**src/rtl/dma_seq_pkg.sv**
```systemverilog
package dma_seq_pkg;
  typedef enum logic [1:0] {
    AM_POSTINC = 2'b00,
    AM_FIXED   = 2'b01,
    AM_PERIND  = 2'b10,
    AM_RSVD    = 2'b11
  } amode_e;

  typedef enum logic [2:0] {
    PH_OFF,
    PH_READY,
    PH_RD,
    PH_WR,
    PH_NULL,
    PH_UPD,
    PH_HALT
  } phase_e;
endpackage

```
**src/rtl/dma_phase_fsm.sv**
```systemverilog
module dma_phase_fsm
  import dma_seq_pkg::*;
(
  input  logic   clk_i,
  input  logic   rst_ni,
  input  logic   en_i,
  input  logic   req_i,
  input  logic   null_en_i,
  input  logic   last_i,
  output phase_e phase_o,
  output logic   load_o,
  output logic   accept_o,
  output logic   upd_o,
  output logic   done_o
);
  phase_e st_q, st_d;
  logic   en_q;

  assign load_o   = en_i & ~en_q;
  assign accept_o = en_i & (st_q == PH_READY) & req_i;
  assign upd_o    = en_i & (st_q == PH_UPD);
  assign done_o   = upd_o & last_i;
  assign phase_o  = st_q;

  always_comb begin
    st_d = st_q;
    if (!en_i) st_d = PH_OFF;
    else begin
      unique case (st_q)
        PH_OFF:   if (load_o) st_d = PH_READY;
        PH_READY: if (req_i) st_d = PH_RD;
        PH_RD:    st_d = PH_WR;
        PH_WR:    st_d = null_en_i ? PH_NULL : PH_UPD;
        PH_NULL:  st_d = PH_UPD;
        PH_UPD:   st_d = last_i ? PH_HALT : PH_READY;
        PH_HALT:  st_d = PH_HALT;
        default:  st_d = PH_OFF;
      endcase
    end
  end

  always_ff @(posedge clk_i or negedge rst_ni) begin
    if (!rst_ni) begin
      st_q <= PH_OFF;
      en_q <= 1'b0;
    end else begin
      st_q <= st_d;
      en_q <= en_i;
    end
  end

  AST_RD_FOLLOWS_ACCEPT: assert property (@(posedge clk_i) disable iff (!rst_ni)
    accept_o |=> st_q == PH_RD) else $error("accept not followed by read");
  AST_HALT_STICKY: assert property (@(posedge clk_i) disable iff (!rst_ni)
    (st_q == PH_HALT) && en_i |=> st_q == PH_HALT) else $error("halt left while enabled");
endmodule

```
**src/rtl/dma_ram_addr.sv**
```systemverilog
module dma_ram_addr
  import dma_seq_pkg::*;
#(
  parameter int unsigned AW = 16
) (
  input  logic          clk_i,
  input  logic          rst_ni,
  input  logic          load_i,
  input  logic          accept_i,
  input  logic          upd_i,
  input  logic          byte_i,
  input  amode_e        mode_i,
  input  logic [AW-1:0] start_i,
  input  logic [AW-1:0] offs_i,
  output logic [AW-1:0] eff_o
);
  logic [AW-1:0] addr_q, offs_q, raw, step;

  assign step = byte_i ? AW'(1) : AW'(2);
  assign raw  = (mode_i == AM_PERIND) ? (start_i | offs_q) : addr_q;
  assign eff_o = byte_i ? raw : {raw[AW-1:1], 1'b0};

  always_ff @(posedge clk_i or negedge rst_ni) begin
    if (!rst_ni) begin
      addr_q <= '0;
      offs_q <= '0;
    end else begin
      if (load_i) addr_q <= start_i;
      else if (upd_i && mode_i == AM_POSTINC) addr_q <= addr_q + step;
      if (accept_i) offs_q <= offs_i;
    end
  end

  AST_POSTINC_STEP: assert property (@(posedge clk_i) disable iff (!rst_ni)
    upd_i && !load_i && mode_i == AM_POSTINC |=> addr_q == $past(addr_q) + $past(step))
    else $error("post-increment step wrong");
  AST_FIXED_HOLD: assert property (@(posedge clk_i) disable iff (!rst_ni)
    upd_i && !load_i && mode_i != AM_POSTINC |=> $stable(addr_q))
    else $error("address moved in fixed mode");
endmodule

```
**src/rtl/dma_item_cnt.sv**
```systemverilog
module dma_item_cnt #(
  parameter int unsigned CW = 10
) (
  input  logic          clk_i,
  input  logic          rst_ni,
  input  logic          load_i,
  input  logic          dec_i,
  input  logic [CW-1:0] count_i,
  output logic          last_o
);
  logic [CW-1:0] cnt_q;

  assign last_o = (cnt_q == '0);

  always_ff @(posedge clk_i or negedge rst_ni) begin
    if (!rst_ni) cnt_q <= '0;
    else if (load_i) cnt_q <= count_i;
    else if (dec_i && !last_o) cnt_q <= cnt_q - 1'b1;
  end

  AST_CNT_STEP: assert property (@(posedge clk_i) disable iff (!rst_ni)
    dec_i && !load_i && !last_o |=> cnt_q == $past(cnt_q) - 1'b1)
    else $error("count step wrong");
endmodule

```
**src/rtl/dma_chan_seq.sv**
```systemverilog
module dma_chan_seq
  import dma_seq_pkg::*;
#(
  parameter int unsigned AW = 16,
  parameter int unsigned CW = 10
) (
  input  logic          clk_i,
  input  logic          rst_ni,
  input  logic          en_i,
  input  logic          cfg_byte_i,
  input  logic          cfg_dir_i,
  input  logic [1:0]    cfg_mode_i,
  input  logic          cfg_nullw_i,
  input  logic [AW-1:0] start_addr_i,
  input  logic [AW-1:0] periph_addr_i,
  input  logic [CW-1:0] count_i,
  input  logic          req_i,
  input  logic [AW-1:0] pi_offset_i,
  output logic          busy_o,
  output logic          rd_o,
  output logic          rd_ram_o,
  output logic [AW-1:0] rd_addr_o,
  output logic          wr_o,
  output logic          wr_ram_o,
  output logic          wr_null_o,
  output logic [AW-1:0] wr_addr_o,
  output logic          xfer_byte_o,
  output logic          done_o
);
  phase_e        phase;
  logic          load, accept, upd, last;
  logic [AW-1:0] ram_addr;
  amode_e        mode;

  assign mode = amode_e'(cfg_mode_i);

  dma_phase_fsm u_fsm (
    .clk_i    (clk_i),
    .rst_ni   (rst_ni),
    .en_i     (en_i),
    .req_i    (req_i),
    .null_en_i(cfg_nullw_i & ~cfg_dir_i),
    .last_i   (last),
    .phase_o  (phase),
    .load_o   (load),
    .accept_o (accept),
    .upd_o    (upd),
    .done_o   (done_o)
  );

  dma_ram_addr #(.AW(AW)) u_addr (
    .clk_i   (clk_i),
    .rst_ni  (rst_ni),
    .load_i  (load),
    .accept_i(accept),
    .upd_i   (upd),
    .byte_i  (cfg_byte_i),
    .mode_i  (mode),
    .start_i (start_addr_i),
    .offs_i  (pi_offset_i),
    .eff_o   (ram_addr)
  );

  dma_item_cnt #(.CW(CW)) u_cnt (
    .clk_i  (clk_i),
    .rst_ni (rst_ni),
    .load_i (load),
    .dec_i  (upd),
    .count_i(count_i),
    .last_o (last)
  );

  logic in_xfer;
  assign in_xfer = en_i & (phase inside {PH_READY, PH_RD, PH_WR, PH_NULL, PH_UPD});

  assign busy_o      = in_xfer;
  assign xfer_byte_o = cfg_byte_i;
  assign rd_o        = en_i & (phase == PH_RD);
  assign rd_ram_o    = cfg_dir_i;
  assign rd_addr_o   = cfg_dir_i ? ram_addr : periph_addr_i;
  assign wr_o        = en_i & (phase inside {PH_WR, PH_NULL});
  assign wr_null_o   = en_i & (phase == PH_NULL);
  assign wr_ram_o    = (phase == PH_WR) & ~cfg_dir_i;
  assign wr_addr_o   = wr_ram_o ? ram_addr : periph_addr_i;

  AST_RD_THEN_WR: assert property (@(posedge clk_i) disable iff (!rst_ni)
    rd_o && en_i |=> !en_i || (wr_o && !wr_null_o)) else $error("read not followed by write");
  AST_NULL_RX_ONLY: assert property (@(posedge clk_i) disable iff (!rst_ni)
    wr_null_o |-> !cfg_dir_i && !wr_ram_o && wr_o) else $error("null write misplaced");
  AST_WORD_EVEN: assert property (@(posedge clk_i) disable iff (!rst_ni)
    !cfg_byte_i && ((rd_o && rd_ram_o) || (wr_o && wr_ram_o)) |-> ram_addr[0] == 1'b0)
    else $error("odd word address");
  AST_DONE_QUIET: assert property (@(posedge clk_i) disable iff (!rst_ni)
    done_o |=> !busy_o && !rd_o) else $error("activity after done");
  AST_OFF_QUIET: assert property (@(posedge clk_i) disable iff (!rst_ni)
    !en_i |-> !rd_o && !wr_o && !busy_o && !done_o) else $error("activity while disabled");
endmodule

```
**config.mk**
```make
export PLATFORM = sky130hd
export DESIGN_NAME = dma_chan_seq
export DESIGN_NICKNAME = d
export VERILOG_FILES = /design/src/rtl/dma_seq_pkg.sv /design/src/rtl/dma_phase_fsm.sv /design/src/rtl/dma_ram_addr.sv /design/src/rtl/dma_item_cnt.sv /design/src/rtl/dma_chan_seq.sv
export SDC_FILE = /design/constraint.sdc
export NUM_CORES = 1
export LEC_CHECK = 0
export BUFFER_PORTS_ARGS = -buffer_cell sky130_fd_sc_hd__buf_2
export CORE_ASPECT_RATIO = 1.5
export CORE_MARGIN = 2
export CORE_UTILIZATION = 55
export DETAILED_ROUTE_END_ITERATION = 7
export PLACE_DENSITY_LB_ADDON = 0.15
export SETUP_SLACK_MARGIN = 0.4
export SLEW_MARGIN = 5
export SYNTH_ARGS = -nofsm -noshare
export SYNTH_HDL_FRONTEND = slang
export SYNTH_SLANG_ARGS = --single-unit
```
**constraint.sdc**
```tcl
create_clock -name clk_i -period 5.94 [get_ports clk_i]
set_input_delay 1.188 -clock clk_i [delete_from_list [all_inputs] [get_ports clk_i]]
set_output_delay 1.188 -clock clk_i [all_outputs]
set_load 0.01 [all_outputs]
```
==> results.py, run 1 <==
metrics = {
    "synthesis": {
        "ys_seq_area_frac": 0.351,
        "syn_nets": 448,
        "synthFlopType": "dfrtp_1",
        "synthArstFlopShare": 1.00,
        "synthesis.area_um2": 3280,
        "yosys.cell_count.top_type": "dfrtp_1",
        "yosys-top-cells-area": "dfrtp_1 35%, mux2_2 5.8%, mux2i_1 4.9%",
        "synth-warning-count": 0,
        "yosysTopAreaCell": "dfrtp_1",
        "synth_edf_count": 0,
        "netlist_instances": 377,
        "synthTopCellsByCount": "46 x dfrtp_1, 40 x nor2_1, 35 x nand2_1, 23 x inv_1, 22 x o21ai_0",
        "synth_cell_type_count": 55,
        "syn_area_per_cell_um2": 8.70,
        "yosysTopAreaCellShare": 0.351,
        "synth-seq-cells": 46,
    },
    "layout": {
        "nFillCells": 490,
        "nNetsFinal": 538,
        "drive_gt1_frac": 0.301,
        "areaGrowthSynthToFinish_pct": 19.7,
        "diodes": 0,
        "multiInputGateArea_um2": 1920,
        "final_area_um2": 3930,
        "final-instance-count-excl-fill": 540,
        "register_area_um2": 1150,
    },
    "clock_tree": {
        "cts_htree_levels": 2,
        "cts_tree": "built",
        "clkLatencyLatePin_ns": 0.29,
        "cts_root_buf": "clkbuf_8",
        "cts_resized": 0,
        "clkTransAtPathRegs_ns": 0.08,
        "ctsHoldBuffers": 0,
        "post-cts-setup-buffers": 0,
        "cts_buffers": 5,
        "clk_path_buf_depth": 2,
        "cts.sinks": 46,
    },
    "placement": {
        "place_area_um2": 3780,
        "place_inst": 532,
        "place.gp.congestion": 0.838,
        "io_buffers": 106,
        "dp_hpwl_mm": 5.89,
    },
    "global_routing": {
        "overflow": 0,
        "grt_pass1_vias": 2817,
        "grt_util_all_layers": 0.249,
        "grt_max_degree": 47,
        "antenna_found_initial": 0,
        "grt_pass1_wl_mm": 12.9,
    },
    "critical_path": {
        "reg2reg_depth": 4,
        "worst-path-max-fanout": 33,
        "reg2reg_to": "u_addr.addr_q[11]",
        "rrSetupSlack_ns": 3.92,
        "r2r_start": "u_fsm.phase_o[1]",
        "critical_path_required_ns": 4.75,
        "critical-path-max-stage-delay_ns": 0.97,
        "crit_chain": "buf_2 > nand4bb_1 > o21ai_0 > buf_2",
        "crit_buf_inv": 2,
        "critPathTopFamily": "simple AND/OR/NAND/NOR gates",
        "critical_path_class": "input pin to primary output",
        "path_common_cell": "buf_2",
        "end_kind": "primary output",
        "slowest_stage": "nand4bb_1",
        "cp.arrival_ns": 3.03,
        "start_kind": "input pin",
    },
    "power": {
        "irDropWorstVdd_mv": 0.207,
        "leakage_nw": 1.87,
        "power.density_nw_per_um2": 268,
    },
    "detailed_routing": {
        "routed_wirelength_mm": 7.98,
        "vias": 3091,
        "route.detailed.drc": 0,
        "drtIter0Drc": 140,
        "first_pass_iters": 5,
        "antenna_left": 0,
        "vias_per_cell": 5.72,
        "wl_per_cell_um": 14.8,
    },
    "run": {
        "maxCapViolations": 0,
    },
    "sta": {
        "fmax_ghz": 0.237,
        "period_needed_ns": 4.22,
        "finalCritPeriodShare": 0.710,
        "rsz0062_at_grt": "false",
        "hold-worst-slack_ns": 0.512,
        "setup_viol": 0,
        "tns_ns": 0,
        "finalHoldViolCount": 0,
        "slew-limit-headroom": 0.249,
        "finClkSkew_ns": 0.00495,
        "worst_pin_slew_ns": 1.13,
        "slew_viol_final": 0,
    },
    "worst_hold_path": {
        "hold_path_end": "u_addr.offs_q[11]",
        "hold_start": "u_addr.offs_q[11]",
        "hold_path.class": "flip-flop to flip-flop",
        "min_delay_path_depth": 1,
    },
    "floorplan": {
        "die-area_um2": 6610,
        "die_w_um": 67.1,
        "core_area_um2": 5790,
        "start_util": 0.567,
        "row_count": 34,
        "ios": 107,
        "die_height_um": 98.6,
    },
    "status": {
        "status": "finished, final reports clean",
    },
}
-- how the worst max path moves through the flow --
stage               depth (start not counted)            end     startpoint  slack, ns
floorplan                                   5  wr_addr_o[10]      cfg_dir_i       2.50
global placement                            5   rd_addr_o[0]  cfg_mode_i[0]       1.76
detailed placement                          4   wr_addr_o[1]      cfg_dir_i       1.68
CTS                                         4   wr_addr_o[1]      cfg_dir_i       1.69
global route                                4   wr_addr_o[1]      cfg_dir_i       1.55
finish                                      4   wr_addr_o[1]      cfg_dir_i       1.72
-- cell type report --
cell class	count	area share
sequential	46	0.293
timing repair buffer	107	0.137
multi-input combinational	284	0.489
tap	72	0.0229
clock buffer	6	0.0210
inverter	23	0.0220
clock inverter	2	0.0153
-- stage by stage --
| stage | util | power [W] | setup slack [ns] |
|---|---|---|---|
| after floorplan | - | 0.000666 | 2.50 |
| after global placement | 0.654 | 0.000757 | 1.76 |
| after detailed placement | 0.654 | 0.000769 | 1.68 |
| after CTS | 0.679 | 0.00106 | 1.69 |
| after global routing | 0.679 | 0.00112 | 1.55 |
| final | 0.679 | 0.00105 | 1.72 |
-- routing by layer --
layer / global-route usage / share of wire / routed length [µm] / vias to the layer above
li1: - / - / - / 1537
met1: 0.316 / 0.41 / 3270 / 1416
met2: 0.419 / 0.49 / 3940 / 125
met3: 0.0491 / 0.080 / 639 / 13
met4: 0.0785 / 0.016 / 131 / 0
met5: 0 / 0 / 0 / -
-- sequential cells by signal, indices dropped and copies added, names as in the netlist --
name / count
u_fsm.phase_o: 3
u_addr.offs_q: 16
u_fsm.en_q: 1
u_addr.addr_q: 16
u_cnt.cnt_q: 10
-- logic make-up (layout without fill, tap and decap cells) --
group	count (synthesis)	in the layout	share of synthesized area
and+or+nand+nor	144	144	0.235
muxes	35	35	0.114
buffers and inverters	47	138	0.0645
AOI/OAI and AO/OA	92	92	0.195
xor gates and xnor gates	9	9	0.0240
DFF	46	46	0.351
adders and majority gates	4	4	0.0175
-- layout by cell type (no fill, tap or decap), types with 5 or more instances in the layout --
master    instances
a21o_1            6
a21oi_1          17
a22o_1            6
a31oi_1           9
and2_1            6
buf_2           106
clkbuf_8          6
dfrtp_1          46
inv_1            23
mux2_2           17
mux2i_1          16
nand2_1          35
nand2b_1          6
nand3_1          13
nand4_1           7
nor2_1           40
o211ai_1          7
o21ai_0          22
o21ai_1           5
or3_1             8
xor2_1            5
-- power breakdown --
group,internal (W),total [W],switching (W)
registers,0.000395,0.000475,0.0000801
logic,0.000149,0.000289,0.000140
clock network,0.000179,0.000288,0.000109
(Power assumes the default switching activity.)
==> inputs of run 2 (changes only) <==
Settings changed: ABC_AREA set to 1, CORE_UTILIZATION 55 to 47.
Clock period 5.94 ns to 3.82 ns, I/O delays scaled along.
==> run 2 against run 1 <==
Net effect: flip-flop and latch count did not move; first-iteration DRC count decreased by 2.1%; largest cell class unchanged; total power grew 61%; largest power group unchanged.
==> results.py, run 2 <==
metrics = {
    "status": {
        "status": "finished, final reports clean",
    },
    "clock_tree": {
        "cts_buffers": 5,
        "post-cts-setup-buffers": 0,
        "clkTransAtPathRegs_ns": 0.08,
        "cts_root_buf": "clkbuf_8",
        "cts.sinks": 46,
        "clk_path_buf_depth": 2,
        "cts_resized": 0,
        "clkLatencyLatePin_ns": 0.31,
        "cts_tree": "built",
        "ctsHoldBuffers": 0,
        "cts_htree_levels": 2,
    },
    "floorplan": {
        "die_height_um": 110,
        "ios": 107,
        "core_area_um2": 7270,
        "die-area_um2": 8250,
        "start_util": 0.486,
        "row_count": 38,
        "die_w_um": 74.8,
    },
    "placement": {
        "dp_hpwl_mm": 7.19,
        "place_area_um2": 4060,
        "io_buffers": 106,
        "dp_slack_ns": 1.01,
        "place.gp.congestion": 0.883,
    },
    "sta": {
        "setup_viol": 0,
        "tns_ns": 0,
        "rsz0062_at_grt": "false",
        "fmax_ghz": 0.352,
        "slew_viol_final": 0,
        "finalCritPeriodShare": 0.744,
        "hold-worst-slack_ns": 0.470,
        "finalHoldViolCount": 0,
        "slew-limit-headroom": 0.301,
        "setup_slack_ns": 0.976,
        "finClkSkew_ns": 0.00946,
        "period_needed_ns": 2.84,
        "worst_pin_slew_ns": 1.05,
    },
    "layout": {
        "areaGrowthSynthToFinish_pct": 17.0,
        "drive_gt1_frac": 0.214,
        "multiInputGateArea_um2": 1980,
        "diodes": 0,
        "nFillCells": 726,
        "fin_util": 0.569,
        "layout_commonest_cell": "nand2_1",
        "nNetsFinal": 716,
        "largestRegisters": "u_addr.addr_q x16, u_addr.offs_q x16, u_cnt.cnt_q x10",
        "register_area_um2": 1150,
        "final_area_um2": 4140,
        "most-common-layout-cells": "194 x nand2_1, 106 x buf_2, 72 x o21ai_0",
    },
    "synthesis": {
        "yosysTopAreaCell": "dfrtp_1",
        "syn_area_per_cell_um2": 6.41,
        "synth-warning-count": 0,
        "yosysTopAreaCellShare": 0.325,
        "synthFlopType": "dfrtp_1",
        "synthArstFlopShare": 1.00,
        "synth_edf_count": 0,
        "ys_seq_area_frac": 0.325,
        "synth_cell_type_count": 33,
        "synthesis.area_um2": 3540,
        "synthTopCellsByCount": "194 x nand2_1, 72 x o21ai_0, 65 x nand3_1, 62 x inv_1, 46 x dfrtp_1",
        "synth-seq-cells": 46,
        "yosys-top-cells-area": "dfrtp_1 33%, nand2_1 21%, o21ai_0 10%",
        "yosys.cell_count.top_type": "nand2_1",
        "syn_nets": 623,
        "netlist_instances": 552,
    },
    "worst_hold_path": {
        "hold_start": "u_addr.offs_q[8]",
        "min_delay_path_depth": 2,
        "hold_path.class": "flip-flop to flip-flop",
    },
    "detailed_routing": {
        "antenna_left": 0,
        "vias_per_cell": 5.07,
        "vias": 3775,
        "first_pass_iters": 5,
        "wl_per_cell_um": 12.6,
        "drtIter0Drc": 137,
        "route.detailed.drc": 0,
        "routed_wirelength_mm": 9.36,
    },
    "critical_path": {
        "critical_path_required_ns": 3.06,
        "r2r_start": "u_fsm.phase_o[0]",
        "cp.arrival_ns": 2.08,
        "reg2reg_depth": 7,
        "end_kind": "primary output",
        "critical_path_class": "input pin to primary output",
        "crit_start": "cfg_mode_i[1]",
        "start_kind": "input pin",
        "worst-path-max-fanout": 31,
    },
    "power": {
        "power.internal_w": 0.000995,
        "p_clk_frac": 0.175,
        "power.switching_w": 0.000701,
        "combPwrFrac": 0.388,
        "irDropWorstVdd_mv": 0.179,
        "power.density_nw_per_um2": 410,
        "leakage_nw": 2.23,
        "netSwitchingFraction": 0.413,
        "seq_power_share": 0.437,
    },
    "global_routing": {
        "grt_util_all_layers": 0.238,
        "grt_max_degree": 47,
        "grt_pass1_wl_mm": 15.3,
        "antenna_found_initial": 0,
        "grt_pass1_vias": 3488,
        "overflow": 0,
    },
    "run": {
        "maxCapViolations": 0,
    },
}
## run 2: changes by cell type after synthesis, sizes merged, moves of 7 or more
cell    previous run  this run
a21oi             17         2
a31oi              9         2
clkbuf            15         8
inv               23        67
mux2              19         0
mux2i             16         0
nand2             36       200
nand3             13        68
o21ai             27        75
or3                8         0
## run 2: metrics by stage
stage                     cells  power (W)
final                       745    0.00170
after global routing        745    0.00184
after CTS                   745    0.00171
after detailed placement    738    0.00141
after global placement      738    0.00139
after floorplan             552    0.00120
## run 2: path summary, 6_finish.rpt
| kind | endpoint | slack [ns] |
|---|---|---|
| max reg2reg | u_addr.offs_q[3] | 2.06 |
| min reg2reg | u_addr.offs_q[8] | 0.47 |
| min in group asynchronous | u_fsm.en_q | 0.62 |
| min | u_addr.offs_q[8] | 0.47 |
| max in group asynchronous | u_addr.addr_q[12] | 2.54 |
| max | wr_addr_o[15] | 0.98 |
## run 2: area by class of cell
type	instances	area share
sequential	46	0.278
multi-input combinational	417	0.479
inverter	67	0.0620
clock buffer	7	0.0184
tap	100	0.0302
timing repair buffer	108	0.132
## run 2: critical path, stage by stage
cell and delay [ns]:
buf_2 0.09, inv_1 0.11, nor2_1 0.06, buf_4 0.21, o21ai_0 0.49, nand2_1 0.09, o21ai_0 0.10, buf_2 0.16
## run 2: kinds of logic (layout without fill, tap and decap cells)
group | after synthesis | in the layout | share of synthesized area
AO/OA/AOI/OAI | 82 | 82 | 0.120
buffers and inverters | 89 | 182 | 0.114
XOR/XNOR | 6 | 6 | 0.0149
adder cells (fa/ha/maj) | 4 | 4 | 0.0163
AND/OR/NAND/NOR | 325 | 325 | 0.410
flip-flops | 46 | 46 | 0.325
## run 2: routing by layer
| layer | routed length (µm) | GRT usage |
|---|---|---|
| met5 | 0 | 0 |
| met4 | 325 | 0.121 |
| met3 | 634 | 0.0436 |
| met2 | 4730 | 0.411 |
| met1 | 3670 | 0.274 |
## run 2: power by group through the flow
stage	logic [W]	registers, W	clock network, W
3_3_place_gp	0.000644	0.000744	0
2_1_floorplan	0.000488	0.000716	0
3_5_place_dp	0.000662	0.000749	0
4_1_cts	0.000665	0.000740	0.000302
5_1_grt	0.000760	0.000759	0.000316
6_report	0.000658	0.000742	0.000297
==> inputs of run 3 (changes only) <==
Settings changed: CORE_UTILIZATION 47 to 52.
Clock period 3.82 ns to 2.9 ns, I/O delays scaled along.
==> run 3 against run 2 <==
Net effect: non-clock buffer count rose by 3; clock skew fell by 0.0036 ns; clock-buffer cell count did not move; core utilization rose by 6.6 points; total power rose by 33%; largest cell class unchanged; largest power group unchanged.
==> results.py, run 3 (synthesis results as in run 2) <==
metrics = {
    "floorplan": {
        "ios": 107,
        "row_count": 36,
        "start_util": 0.542,
        "core_area_um2": 6530,
        "die-area_um2": 7490,
        "die_w_um": 71.3,
        "die_height_um": 105,
    },
    "global_routing": {
        "grt_max_degree": 34,
        "grt_pass1_wl_mm": 15.6,
        "grt_pass1_vias": 3655,
        "use_met2": 0.457,
        "top_usage_layer": "met2",
        "grt_use_met1": 0.293,
        "antenna_found_initial": 0,
        "grt_util_all_layers": 0.255,
        "overflow": 0,
        "met3_usage": 0.0434,
    },
    "sta": {
        "finalHoldViolCount": 0,
        "hold-worst-slack_ns": 0.191,
        "worst_pin_slew_ns": 0.436,
        "fmax_ghz": 0.429,
        "tns_ns": 0,
        "finClkSkew_ns": 0.00590,
        "slew-limit-headroom": 0.708,
        "setup_viol": 0,
        "rsz0062_at_grt": "false",
        "finalCritPeriodShare": 0.804,
        "slew_viol_final": 0,
        "period_needed_ns": 2.33,
    },
    "critical_path": {
        "critical-path-max-stage-delay_ns": 0.39,
        "critical_path_required_ns": 2.32,
        "rrSetupSlack_ns": 1.19,
        "reg2reg_depth": 8,
        "start_kind": "flip-flop",
        "end_kind": "primary output",
        "critical_path_class": "flip-flop to primary output",
        "cp.arrival_ns": 1.75,
        "worst-path-max-fanout": 4,
        "crit_start": "u_cnt.cnt_q[0]",
        "r2r_start": "u_addr.addr_q[0]",
        "slowest_stage": "dfrtp_1",
        "worstSetupEndpoint": "done_o",
        "reg2reg_to": "u_addr.addr_q[6]",
        "crit_chain": "inv_1 > ha_1 > nand2_1 > nor2_1 > nand3_1 > nor3_1 > buf_2",
    },
    "clock_tree": {
        "post-cts-setup-buffers": 0,
        "ctsHoldBuffers": 0,
        "clkLatencyLatePin_ns": 0.31,
        "cts_tree": "built",
        "cts_resized": 0,
        "clk_path_buf_depth": 2,
        "cts_root_buf": "clkbuf_8",
        "clkTransAtPathRegs_ns": 0.09,
        "cts_buffers": 5,
        "cts.sinks": 46,
        "cts_htree_levels": 2,
    },
    "layout": {
        "multiInputGateArea_um2": 1980,
        "register_area_um2": 1150,
        "layout_commonest_cell": "nand2_1",
        "nNetsFinal": 719,
        "nFillCells": 610,
        "most-common-layout-cells": "194 x nand2_1, 106 x buf_2, 71 x o21ai_0",
        "largestRegisters": "u_addr.addr_q x16, u_addr.offs_q x16, u_cnt.cnt_q x10",
        "diodes": 0,
        "drive_gt1_frac": 0.220,
        "areaGrowthSynthToFinish_pct": 17.3,
    },
    "placement": {
        "io_buffers": 106,
        "dp_hpwl_mm": 7.30,
        "place.gp.congestion": 0.914,
    },
    "power": {
        "irDropWorstVdd_mv": 0.301,
        "leakage_nw": 2.26,
        "power.density_nw_per_um2": 545,
    },
    "worst_hold_path": {
        "hold_path.class": "input pin to asynchronous set/reset pin",
    },
    "run": {
        "maxCapViolations": 0,
    },
    "detailed_routing": {
        "vias_per_cell": 5.17,
        "route.detailed.drc": 0,
        "drtIter0Drc": 183,
        "antenna_left": 0,
        "first_pass_iters": 4,
        "wl_per_cell_um": 12.8,
        "routed_wirelength_mm": 9.25,
        "vias": 3747,
    },
    "status": {
        "status": "finished, final reports clean",
    },
}
## run 3: layout make-up
cell class,instances,area share
Inverter,67,0.0618
Clock inverter,1,0.00121
Multi-Input combinational cell,417,0.478
Clock buffer,7,0.0208
Tap cell,76,0.0229
Sequential cell,46,0.277
Timing Repair Buffer,111,0.138
## run 3: worst min-delay path by stage
stage                startpoint               end  slack (ns)  depth (start not counted)
2_1_floorplan            rst_ni  u_addr.addr_q[0]        0.28                          0
3_3_place_gp   u_addr.offs_q[8]  u_addr.offs_q[8]        0.45                          2
3_5_place_dp   u_addr.offs_q[6]  u_addr.offs_q[6]        0.45                          2
4_1_cts                  rst_ni    u_cnt.cnt_q[0]        0.21                          1
5_1_grt                  rst_ni    u_cnt.cnt_q[0]        0.22                          1
6_report                 rst_ni    u_cnt.cnt_q[0]        0.19                          1
## run 3: through the flow
step	setup slack [ns]	power, W	instances	util	cell area [µm²]
6_report	0.567	0.00226	725	0.635	4150
5_1_grt	0.400	0.00246	725	0.635	4150
4_1_cts	0.476	0.00227	725	0.635	4150
3_5_place_dp	0.490	0.00185	717	0.621	4060
3_3_place_gp	0.496	0.00182	717	0.621	4060
2_1_floorplan	0.871	0.00159	552	-	3540
## run 3: critical path: cells and delay by family (launching register included)
kind | cells | cell delay, ns
buffers and inverters | 2 | 0.25
flip-flops | 1 | 0.39
adder cells (fa/ha/maj) | 1 | 0.23
AND/OR/NAND/NOR | 4 | 0.57
## run 3: where the power goes
part           internal, W  switching, W  total [W]  leakage [nW]
clock             0.000193      0.000226   0.000419        0.0482
combinational     0.000324      0.000547   0.000870          1.64
sequential        0.000824      0.000147   0.000972         0.570
## run 3: layer usage
| metal | share of wire | wire, µm | vias up |
|---|---|---|---|
| met5 | 0 | 0 | - |
| met4 | 0.019 | 176 | 0 |
| met3 | 0.047 | 431 | 13 |
| met2 | 0.53 | 4860 | 99 |
| met1 | 0.41 | 3790 | 1685 |
| li1 | - | - | 1950 |
